## config.mk

```make
export PLATFORM = sky130hd
export DESIGN_NAME = pin_debounce_reporter
export DESIGN_NICKNAME = d
export VERILOG_FILES = /design/src/rtl/pdr_pkg.sv /design/src/rtl/pdr_tick.sv /design/src/rtl/pdr_debounce.sv /design/src/rtl/pdr_cmd.sv /design/src/rtl/pdr_txq.sv /design/src/rtl/pin_debounce_reporter.sv
export SDC_FILE = /design/constraint.sdc
export NUM_CORES = 1
export LEC_CHECK = 0
export ABC_AREA = 0
export BUFFER_PORTS_ARGS = -buffer_cell sky130_fd_sc_hd__buf_2
export CAP_MARGIN = 5
export CORE_MARGIN = 2
export CORE_UTILIZATION = 35
export DETAILED_ROUTE_END_ITERATION = 8
export GPL_ROUTABILITY_DRIVEN = 0
export MAX_ROUTING_LAYER = met4
export PLACE_DENSITY = 0.51
export SYNTH_ARGS = -nofsm -noshare
export SYNTH_HDL_FRONTEND = slang
export SYNTH_HIERARCHICAL = 1
export SYNTH_SLANG_ARGS = --single-unit
```

## constraint.sdc

```tcl
create_clock -name clk -period 3 [get_ports clk]
set_input_delay 0.6 -clock clk [delete_from_list [all_inputs] [get_ports clk]]
set_output_delay 0.6 -clock clk [all_outputs]
set_load 0.01 [all_outputs]
```

## src/rtl/pdr_pkg.sv

```systemverilog
package pdr_pkg;
  localparam int PIN_W = 5;
  localparam int BYTE_W = 8;

  localparam logic [7:0] CMD_QUERY = 8'h3F;
  localparam logic [7:0] CMD_ON0   = 8'h61;
  localparam logic [7:0] CMD_OFF0  = 8'h41;
  localparam logic [7:0] CMD_ON1   = 8'h62;
  localparam logic [7:0] CMD_OFF1  = 8'h42;

  typedef enum logic [2:0] {
    OP_NONE, OP_QUERY, OP_ON0, OP_OFF0, OP_ON1, OP_OFF1
  } cmd_op_e;

  // Active-low pins to a zero-extended active-high word.
  function automatic logic [BYTE_W-1:0] pin_word(input logic [PIN_W-1:0] p_n);
    return {{(BYTE_W-PIN_W){1'b0}}, ~p_n};
  endfunction

  function automatic cmd_op_e decode_cmd(input logic [7:0] b);
    case (b)
      CMD_QUERY: return OP_QUERY;
      CMD_ON0:   return OP_ON0;
      CMD_OFF0:  return OP_OFF0;
      CMD_ON1:   return OP_ON1;
      CMD_OFF1:  return OP_OFF1;
      default:   return OP_NONE;
    endcase
  endfunction
endpackage

```

## src/rtl/pdr_tick.sv

```systemverilog
module pdr_tick #(
  parameter int TICK_DIV = 1000
) (
  input  logic clk,
  input  logic rst_n,
  output logic tick
);
  generate
    if (TICK_DIV <= 1) begin : g_every
      logic unused_ok;
      assign unused_ok = clk ^ rst_n;
      assign tick = 1'b1;
    end else begin : g_div
      localparam int DW = $clog2(TICK_DIV);
      localparam logic [DW-1:0] LAST = DW'(TICK_DIV - 1);
      logic [DW-1:0] div_q;
      assign tick = (div_q == LAST);
      always_ff @(posedge clk) begin
        if (!rst_n)    div_q <= '0;
        else if (tick) div_q <= '0;
        else           div_q <= div_q + 1'b1;
      end
    end
  endgenerate
endmodule

```

## src/rtl/pdr_debounce.sv

```systemverilog
module pdr_debounce
  import pdr_pkg::*;
#(
  parameter int HOLD_TICKS = 100
) (
  input  logic              clk,
  input  logic              rst_n,
  input  logic              tick,
  input  logic [PIN_W-1:0]  pins_n,
  input  logic              can_push,
  output logic [7:0]        settled,
  output logic [7:0]        reported,
  output logic              rep_evt,
  output logic              reload_evt,
  output logic              cnt_zero
);
  localparam int CW = $clog2(HOLD_TICKS + 1);
  localparam logic [CW-1:0] RELOAD = CW'(HOLD_TICKS);

  logic [7:0]    sample_w;
  logic [7:0]    prev_q;
  logic [7:0]    rep_q;
  logic [CW-1:0] cnt_q;

  assign sample_w   = pin_word(pins_n);
  assign reload_evt = tick && (sample_w != prev_q);
  assign cnt_zero   = (cnt_q == '0);
  assign rep_evt    = cnt_zero && (prev_q != rep_q) && can_push;
  assign settled    = prev_q;
  assign reported   = rep_q;

  always_ff @(posedge clk) begin
    if (!rst_n) begin
      prev_q <= '0;
      cnt_q  <= '0;
    end else if (reload_evt) begin
      prev_q <= sample_w;
      cnt_q  <= RELOAD;
    end else if (tick && !cnt_zero) begin
      cnt_q  <= cnt_q - 1'b1;
    end
  end

  always_ff @(posedge clk) begin
    if (!rst_n)       rep_q <= '0;
    else if (rep_evt) rep_q <= prev_q;
  end
endmodule

```

## src/rtl/pdr_cmd.sv

```systemverilog
module pdr_cmd
  import pdr_pkg::*;
(
  input  logic       clk,
  input  logic       rst_n,
  input  logic       accept,
  input  logic [7:0] rx_data,
  output logic       query_evt,
  output logic [1:0] drv_n
);
  cmd_op_e op;
  assign op        = accept ? decode_cmd(rx_data) : OP_NONE;
  assign query_evt = (op == OP_QUERY);

  always_ff @(posedge clk) begin
    if (!rst_n) drv_n <= 2'b11;
    else begin
      case (op)
        OP_ON0:  drv_n[0] <= 1'b0;
        OP_OFF0: drv_n[0] <= 1'b1;
        OP_ON1:  drv_n[1] <= 1'b0;
        OP_OFF1: drv_n[1] <= 1'b1;
        default: ;
      endcase
    end
  end
endmodule

```

## src/rtl/pdr_txq.sv

```systemverilog
module pdr_txq (
  input  logic       clk,
  input  logic       rst_n,
  input  logic       push_a,
  input  logic [7:0] data_a,
  input  logic       push_b,
  input  logic [7:0] data_b,
  input  logic       tx_ready,
  output logic       tx_valid,
  output logic [7:0] tx_data,
  output logic       empty,
  output logic       full
);
  logic [7:0] s0_q, s1_q, s0_d, s1_d;
  logic [1:0] n_q, n_d;
  logic       pop;

  assign empty    = (n_q == 2'd0);
  assign full     = (n_q == 2'd2);
  assign tx_valid = !empty;
  assign tx_data  = s0_q;
  assign pop      = tx_valid && tx_ready;

  always_comb begin
    s0_d = s0_q;
    s1_d = s1_q;
    n_d  = n_q;
    if (pop) begin
      s0_d = s1_q;
      n_d  = n_d - 2'd1;
    end
    if (push_a) begin
      if (n_d == 2'd0) s0_d = data_a;
      else             s1_d = data_a;
      n_d = n_d + 2'd1;
    end
    if (push_b) begin
      if (n_d == 2'd0) s0_d = data_b;
      else             s1_d = data_b;
      n_d = n_d + 2'd1;
    end
  end

  always_ff @(posedge clk) begin
    if (!rst_n) begin
      n_q  <= '0;
      s0_q <= '0;
      s1_q <= '0;
    end else begin
      n_q  <= n_d;
      s0_q <= s0_d;
      s1_q <= s1_d;
    end
  end
endmodule

```

## src/rtl/pin_debounce_reporter.sv

```systemverilog
module pin_debounce_reporter
  import pdr_pkg::*;
#(
  parameter int TICK_DIV   = 1000,
  parameter int HOLD_TICKS = 100
) (
  input  logic             clk,
  input  logic             rst_n,
  input  logic [PIN_W-1:0] pins_n,
  input  logic [7:0]       rx_data,
  input  logic             rx_valid,
  output logic             rx_ready,
  output logic [7:0]       tx_data,
  output logic             tx_valid,
  input  logic             tx_ready,
  output logic [1:0]       drv_n
);
  logic       tick;
  logic       rep_evt, reload_evt, cnt_zero, query_evt;
  logic       q_empty, q_full, accept;
  logic [7:0] settled, reported, reply_w;

  pdr_tick #(.TICK_DIV(TICK_DIV)) u_tick (
    .clk(clk), .rst_n(rst_n), .tick(tick)
  );

  pdr_debounce #(.HOLD_TICKS(HOLD_TICKS)) u_deb (
    .clk(clk), .rst_n(rst_n), .tick(tick), .pins_n(pins_n),
    .can_push(!q_full), .settled(settled), .reported(reported),
    .rep_evt(rep_evt), .reload_evt(reload_evt), .cnt_zero(cnt_zero)
  );

  assign rx_ready = q_empty;
  assign accept   = rx_valid && rx_ready;

  pdr_cmd u_cmd (
    .clk(clk), .rst_n(rst_n), .accept(accept), .rx_data(rx_data),
    .query_evt(query_evt), .drv_n(drv_n)
  );

  // The reply carries the value that is reported after this cycle.
  assign reply_w = rep_evt ? settled : reported;

  pdr_txq u_q (
    .clk(clk), .rst_n(rst_n),
    .push_a(rep_evt), .data_a(settled),
    .push_b(query_evt), .data_b(reply_w),
    .tx_ready(tx_ready), .tx_valid(tx_valid), .tx_data(tx_data),
    .empty(q_empty), .full(q_full)
  );
endmodule

```

==> flow_summary.yaml, run 1 <==
outcome:
  status: "finished, final reports clean"
die:
  core-area_mm2: 0.007687
  die_w_um: 93.05
  io_pins: 29
  die_area_mm2: 0.008657
  start_util: 0.3610
  rows: 32
  die_height_um: 93.05
power_and_ir_drop:
  max-vdd-ir-drop_mv: 0.1716
  p_switching_mw: 0.5652
  power_leakage_nw: 1.249
  swShare: 0.3564
  power.share.sequential: 0.423
  powerDensity_mw_per_mm2: 504.4
  internal_power_mw: 1.021
  pwr-share-comb: 0.335
  power.clock.fraction: 0.242
clock_network:
  root_buffer: "clkbuf_8"
  path_clk_slew_ps: 90
  htree_levels: 2
  clock-sinks: 47
  numCtsBuffers: 5
  cts.path.max_buffers: 2
  postCtsSetupBuffers: 0
  clk_latency_ps: 300
  cts_tree: "done"
synthesis:
  synth_area_leader_cell: "dfxtp_1"
  synth_warnings: 6
  ys_top_cells_by_count: "dfxtp_1 (47), inv_1 (23), nor2_1 (20)"
  ys.flop_type: "dfxtp_1"
  ys_seq_elements: 47
  synth_top_area_share: 0.3390
  netlist_top_cells_area: "dfxtp_1 (34%), mux2i_1 (5.0%), mux2_4 (4.3%), xor2_1 (3.5%), inv_1 (3.1%)"
  synth_edf_count: 0
  synth_most_common_cell: "dfxtp_1"
  ys_seq_area_frac: 0.3390
  netlist_instances: 304
  synthDistinctLibCells: 62
  async_flop_share: 0
  syn-cell-area_mm2: 0.002775
  postSynthAreaPerCell_um2: 9.129
sta:
  grt_setup_unrepaired: "no"
  tns_ps: 0
  max-slew-margin-rel: 0.6466
  period_share: 0.8941
  period_minus_slack_ps: 2682
  worstMarginPinSlew_ps: 529.5
  slew_violations: 0
  skew_ps: 7.876
  hold_viol: 0
  setup_viol: 0
  fmax_mhz: 372.8
global_routing:
  grt_pass1_vias: 2185
  grt_overflow: 0
  antenna_found_initial: 0
  grt_max_degree: 23
  grt_util_all_layers: 0.1534
  grt_first_pass_wirelength_um: 10580
setup_path:
  crit_arrival_ps: 2860
  required_ps: 3180
  path_max_fanout: 16
  crit_type: "flip-flop to flip-flop"
  start_kind: "flip-flop"
  worst_setup_path_end_kind: "flip-flop"
drt:
  drc: 0
  via_per_inst: 5.138
  antenna_left: 0
  drtIter0Drc: 73
  route.vias.total: 2271
  wl_per_cell_um: 13.86
  totalWireLength_um: 6126
  drt-pass1-iter-count: 5
hold_path:
  hold_class: "flip-flop to flip-flop"
place:
  io_buffers: 28
  dpl.hpwl_um: 4349
  placed_cell_area_mm2: 0.003057
layout:
  diodes: 0
  drive_gt1_frac: 0.2294
  syn2layout_area_growth_pct: 13.30
  layout.nets: 362
  design_area_mm2: 0.003144
flow_run:
  maxCapViolations: 0
-- placed cells by master (no fill, tap or decap), drive strengths merged, types with 2 or more instances in the layout --
| master | Yosys | layout |
|---|---|---|
| nand4 | 2 | 2 |
| nor2 | 20 | 20 |
| inv | 24 | 24 |
| o21ai | 14 | 14 |
| a211oi | 7 | 7 |
| nand4bb | 2 | 2 |
| xnor2 | 7 | 7 |
| nand2 | 7 | 7 |
| conb | 1 | 6 |
| and2 | 12 | 12 |
| ha | 6 | 6 |
| buf | 13 | 41 |
| or4 | 3 | 3 |
| a22o | 2 | 2 |
| nand3 | 9 | 9 |
| mux2i | 14 | 14 |
| a21oi | 16 | 16 |
| a31oi | 3 | 3 |
| nor3 | 19 | 19 |
| o32ai | 9 | 9 |
| nor3b | 3 | 3 |
| a221oi | 8 | 8 |
| or3 | 2 | 2 |
| mux2 | 8 | 8 |
| xor2 | 11 | 11 |
| o211ai | 5 | 5 |
| or4b | 2 | 2 |
| clkbuf | 5 | 6 |
| dfxtp | 47 | 47 |
| nand2b | 3 | 3 |
| and3b | 2 | 2 |
| o31ai | 2 | 2 |
-- logic make-up (layout without fill, tap and decap cells) --
family                     after synthesis  after routing  synth area share
muxes                                   22             22           0.09378
DFF                                     47             47            0.3390
and+or+nand+nor                         94             94            0.2110
adders and majority gates                6              6           0.02705
AOI/OAI and AO/OA                       74             74            0.1948
other                                    1              6          0.001351
buffers and inverters                   42             73           0.07619
xor gates and xnor gates                18             18           0.05681
-- final cells by class --
cell class	count	area, um^2
clock buffers	6	72.57
clock inverters	2	12.51
fillers	791	4543
inverters	24	90.09
multi-input cells	220	1663
flip-flops and latches	47	940.9
well taps	102	127.6
repair buffers	41	237.7
-- routing by layer --
layer  routed length (um)  vias to the layer above  track usage
met5                    0                        -            -
li1                     -                     1177            -
met4                   30                        0      0.03309
met2                 2824                       35       0.2440
met3                  191                        2      0.02417
met1                 3079                     1057       0.2077
-- worst max-delay path, stage by stage (launching register included) --
cell and delay [ps]:
dfxtp_1 340, inv_1 90, ha_1 150, nor3b_4 230
nand3_4 100, a31oi_2 260, and4b_2 260, a21oi_1 40
o32a_1 200, and2_1 140, ha_1 160, nand2b_2 300
o21ai_0 230, a21oi_1 60
-- path summary, 6_finish.rpt --
path                               startpoint                          endpoint  slack, ps  depth (start not counted)
max               u_deb/cnt_q[0]$_SDFFE_PP0P_            u_q/s1_q[5]$_SDFF_PN0_        320                         13
min          u_tick/g_div.div_q[0]$_SDFF_PP0_  u_tick/g_div.div_q[0]$_SDFF_PP0_        470                          1
max reg2reg       u_deb/cnt_q[0]$_SDFFE_PP0P_            u_q/s1_q[5]$_SDFF_PN0_        320                         13
min reg2reg  u_tick/g_div.div_q[0]$_SDFF_PP0_  u_tick/g_div.div_q[0]$_SDFF_PP0_        470                          1
-- state kept, by name, indices dropped and copies added (netlist names) --
register            count
u_deb/reported          5
u_q/tx_data             8
u_q/s1_q                8
u_cmd/drv_n             2
u_deb/settled           5
u_deb/cnt_q             7
u_q/n_q                 2
u_tick/g_div.div_q     10
-- what timing repair did --
action | in CTS | in global routing
setup endpoints to repair | 0 | 8
resized for setup | 0 | 1
hold buffers | 0 | 0
-- stage by stage --
step	hold slack (ps)	power, mW	setup WS [ps]	cells	utilization
CTS	476.2	1.602	184.5	442	0.4087
detailed placement	453.8	1.214	205.6	434	0.3976
global placement	443.4	1.199	350.5	434	0.3976
finish	469.7	1.586	317.6	442	0.4090
floorplan	428.8	1.065	0.8091	309	-
global route	498.1	1.694	68.77	442	0.4090
-- power by group through the flow --
stage | clock network, mW | logic [mW] | registers (mW)
detailed placement | 0 | 0.528 | 0.685
global route | 0.422 | 0.596 | 0.677
floorplan | 0 | 0.387 | 0.678
CTS | 0.401 | 0.531 | 0.671
global placement | 0 | 0.515 | 0.684
finish | 0.384 | 0.531 | 0.672
No activity file was read; power rests on OpenSTA's default activity.
==> run 2, diff against run 1 <==
--- a/config.mk
+++ b/config.mk
@@ -16,5 +16,4 @@
 export PLACE_DENSITY = 0.51
 export SYNTH_ARGS = -nofsm -noshare
 export SYNTH_HDL_FRONTEND = slang
-export SYNTH_HIERARCHICAL = 1
 export SYNTH_SLANG_ARGS = --single-unit
==> flow_summary.yaml, run 2 <==
die:
  io_pins: 29
  die_w_um: 90.07
  rows: 31
  core-area_mm2: 0.007214
  die_height_um: 90.07
  die_area_mm2: 0.008112
  start_util: 0.3593
layout:
  final_common_cell: "dfxtp_1"
  drive_gt1_frac: 0.1795
  largest_register_ffs: 10
  final_cell_mix: "dfxtp_1 (50), nor2_1 (33), buf_2 (28)"
  diodes: 0
  layout.nets: 335
  syn2layout_area_growth_pct: 14.53
  regMostFlops: "u_tick.g_div.div_q"
global_routing:
  grt_util_all_layers: 0.1436
  grt_use_met1: 0.1940
  grtUsageMet3: 0.02766
  grt_max_degree: 30
  use_met2: 0.2231
  antenna_found_initial: 0
  grt_pass1_vias: 1928
  top_usage_layer: "met2"
  grt_overflow: 0
  grt_first_pass_wirelength_um: 9390
clock_network:
  cts_tree: "done"
  path_clk_slew_ps: 100
  numCtsBuffers: 5
  clock-sinks: 50
  htree_levels: 2
  root_buffer: "clkbuf_8"
  cts.path.max_buffers: 2
  clk_latency_ps: 310
drt:
  drc: 0
  drt-pass1-iter-count: 4
  route.vias.total: 2064
  drtIter0Drc: 121
  wl_per_cell_um: 13.53
  via_per_inst: 5.022
  totalWireLength_um: 5560
  antenna_left: 0
power_and_ir_drop:
  power_leakage_nw: 1.186
  max-vdd-ir-drop_mv: 0.1837
  powerDensity_mw_per_mm2: 539.2
synthesis:
  synth_most_common_cell: "dfxtp_1"
  async_flop_share: 0
  synth_top_family_by_area: "simple AND/OR/NAND/NOR gates"
  synthAdderAreaFrac: 0.03378
  synth_warnings: 0
  synth_mux_area_frac: 0.07722
  yosys.area_share.xor_xnor: 0.08977
  ys_top_cells_by_count: "dfxtp_1 (50), nor2_1 (33), mux2i_1 (20)"
  synth_compound_area_frac: 0.1337
  ys.flop_type: "dfxtp_1"
  netlist_instances: 284
  netlist_top_cells_area: "dfxtp_1 (39%), mux2i_1 (7.7%), xnor2_1 (5.4%), nor2_1 (4.8%), ha_1 (3.4%)"
  ys_seq_area_frac: 0.3861
  synth_top_area_share: 0.3861
  synth_area_leader_cell: "dfxtp_1"
  synth_nets: 308
  postSynthAreaPerCell_um2: 9.128
  syn-cell-area_mm2: 0.002592
  synth_edf_count: 0
  post_synth_and_or_nand_nor_area_fraction: 0.2230
  synthDistinctLibCells: 45
  ys_seq_elements: 50
outcome:
  status: "finished, final reports clean"
sta:
  skew_ps: 8.849
  max-slew-margin-rel: 0.4803
  tns_ps: 0
  hold_viol: 0
  holdWs_ps: 451.6
  period_share: 0.9214
  setup_viol: 0
  fmax_mhz: 361.8
  slew_violations: 0
  period_minus_slack_ps: 2764
  worstMarginPinSlew_ps: 773.6
flow_run:
  maxCapViolations: 0
setup_path:
  required_ps: 3190
  crit_arrival_ps: 2950
  path_max_fanout: 10
  crit_type: "flip-flop to flip-flop"
  worst_setup_path_end_kind: "flip-flop"
  cpMaxStageDelayCell: "o41ai_4"
  start_kind: "flip-flop"
  critPathMostFrequentCell: "ha_1"
  max_stage_delay_ps: 330
  crit_path_cell_trace: "inv_1 -> ha_1 -> nand2b_2 -> nor2_1 -> a21oi_2 -> ha_1 -> o21ai_0 -> ha_1 -> inv_1 -> o41ai_4 -> buf_4 -> nor2_1 -> mux2i_1 -> o21ai_0"
hold_path:
  hold_class: "flip-flop to flip-flop"
place:
  io_buffers: 28
  dpl.hpwl_um: 3900
[run 2: cell count changes in the layout (fill, tap and decap cells not counted), sizes merged, moves of 9 or more]
cell and delta:
o32ai -9, inv -11, and2 -11, nor3 -14
nor2 +13, xnor2 +9
[run 2: cell families after synthesis]
| group | Yosys count |
|---|---|
| AO/OA/AOI/OAI | 48 |
| XOR/XNOR | 25 |
| adder cells (fa/ha/maj) | 7 |
| buffers and inverters | 30 |
| flip-flops | 50 |
| multiplexers | 20 |
| AND/OR/NAND/NOR | 104 |
[run 2: per-stage QoR]
stage | setup WS (ps) | instance area (um^2) | instances | utilization | total power [mW]
CTS | 208.5 | 2955 | 411 | 0.4096 | 1.613
floorplan | 139.5 | 2604 | 284 | - | 0.9741
global route | -32.20 | 2969 | 411 | 0.4116 | 1.696
global placement | 276.2 | 2838 | 403 | 0.3933 | 1.105
detailed placement | 221.0 | 2838 | 403 | 0.3933 | 1.106
finish | 235.9 | 2969 | 411 | 0.4116 | 1.601
[run 2: layout make-up]
type	count	area, um^2
multi-input combinational	204	1470
clock buffer	5	68.82
inverter	13	48.80
sequential	50	1001
timing repair buffer	37	207.7
fill	726	4245
tap	99	123.9
clock inverter	3	48.80
[run 2: report_power, final]
part	switching [mW]	internal [mW]	total, mW
sequential	0.00744	0.676	0.683
combinational	0.237	0.180	0.417
clock	0.246	0.254	0.501
total	0.491	1.11	1.60
[run 2: worst paths after layout]
kind / startpoint / to / slack (ps) / cells past startpoint
setup / recovery: u_q.n_q[0]$_SDFF_PN0_ / u_q.tx_data[4]$_SDFF_PN0_ / 240 / 14
hold / removal: u_tick.g_div.div_q[0]$_SDFF_PP0_ / u_tick.g_div.div_q[0]$_SDFF_PP0_ / 450 / 1
setup reg to reg: u_q.n_q[0]$_SDFF_PN0_ / u_q.tx_data[4]$_SDFF_PN0_ / 240 / 14
hold reg to reg: u_tick.g_div.div_q[0]$_SDFF_PP0_ / u_tick.g_div.div_q[0]$_SDFF_PP0_ / 450 / 1
[run 2: worst max-delay path: cells and delay by family (launching register included)]
family / cells / cell delay [ps]
multiplexers: 1 / 120
AO/OA/AOI/OAI: 4 / 650
AND/OR/NAND/NOR: 3 / 440
adder cells (fa/ha/maj): 3 / 740
buffers and inverters: 3 / 390
flip-flops: 1 / 320
[run 2: timing repair]
action | 4_1_cts | 5_1_grt
gates resized for setup | 0 | 3
hold buffers | 0 | 0
setup buffers | 0 | 0
endpoints found under the hold margin | 0 | 0
endpoints found under the setup margin | 0 | 5
[run 2: layer usage]
| metal | up-vias | share of wire | routed length [um] |
|---|---|---|---|
| met5 | - | 0 | 0 |
| met4 | 0 | 0.0052 | 29 |
| met3 | 2 | 0.026 | 147 |
| met2 | 33 | 0.46 | 2576 |
| met1 | 964 | 0.50 | 2807 |
| li1 | 1065 | - | - |
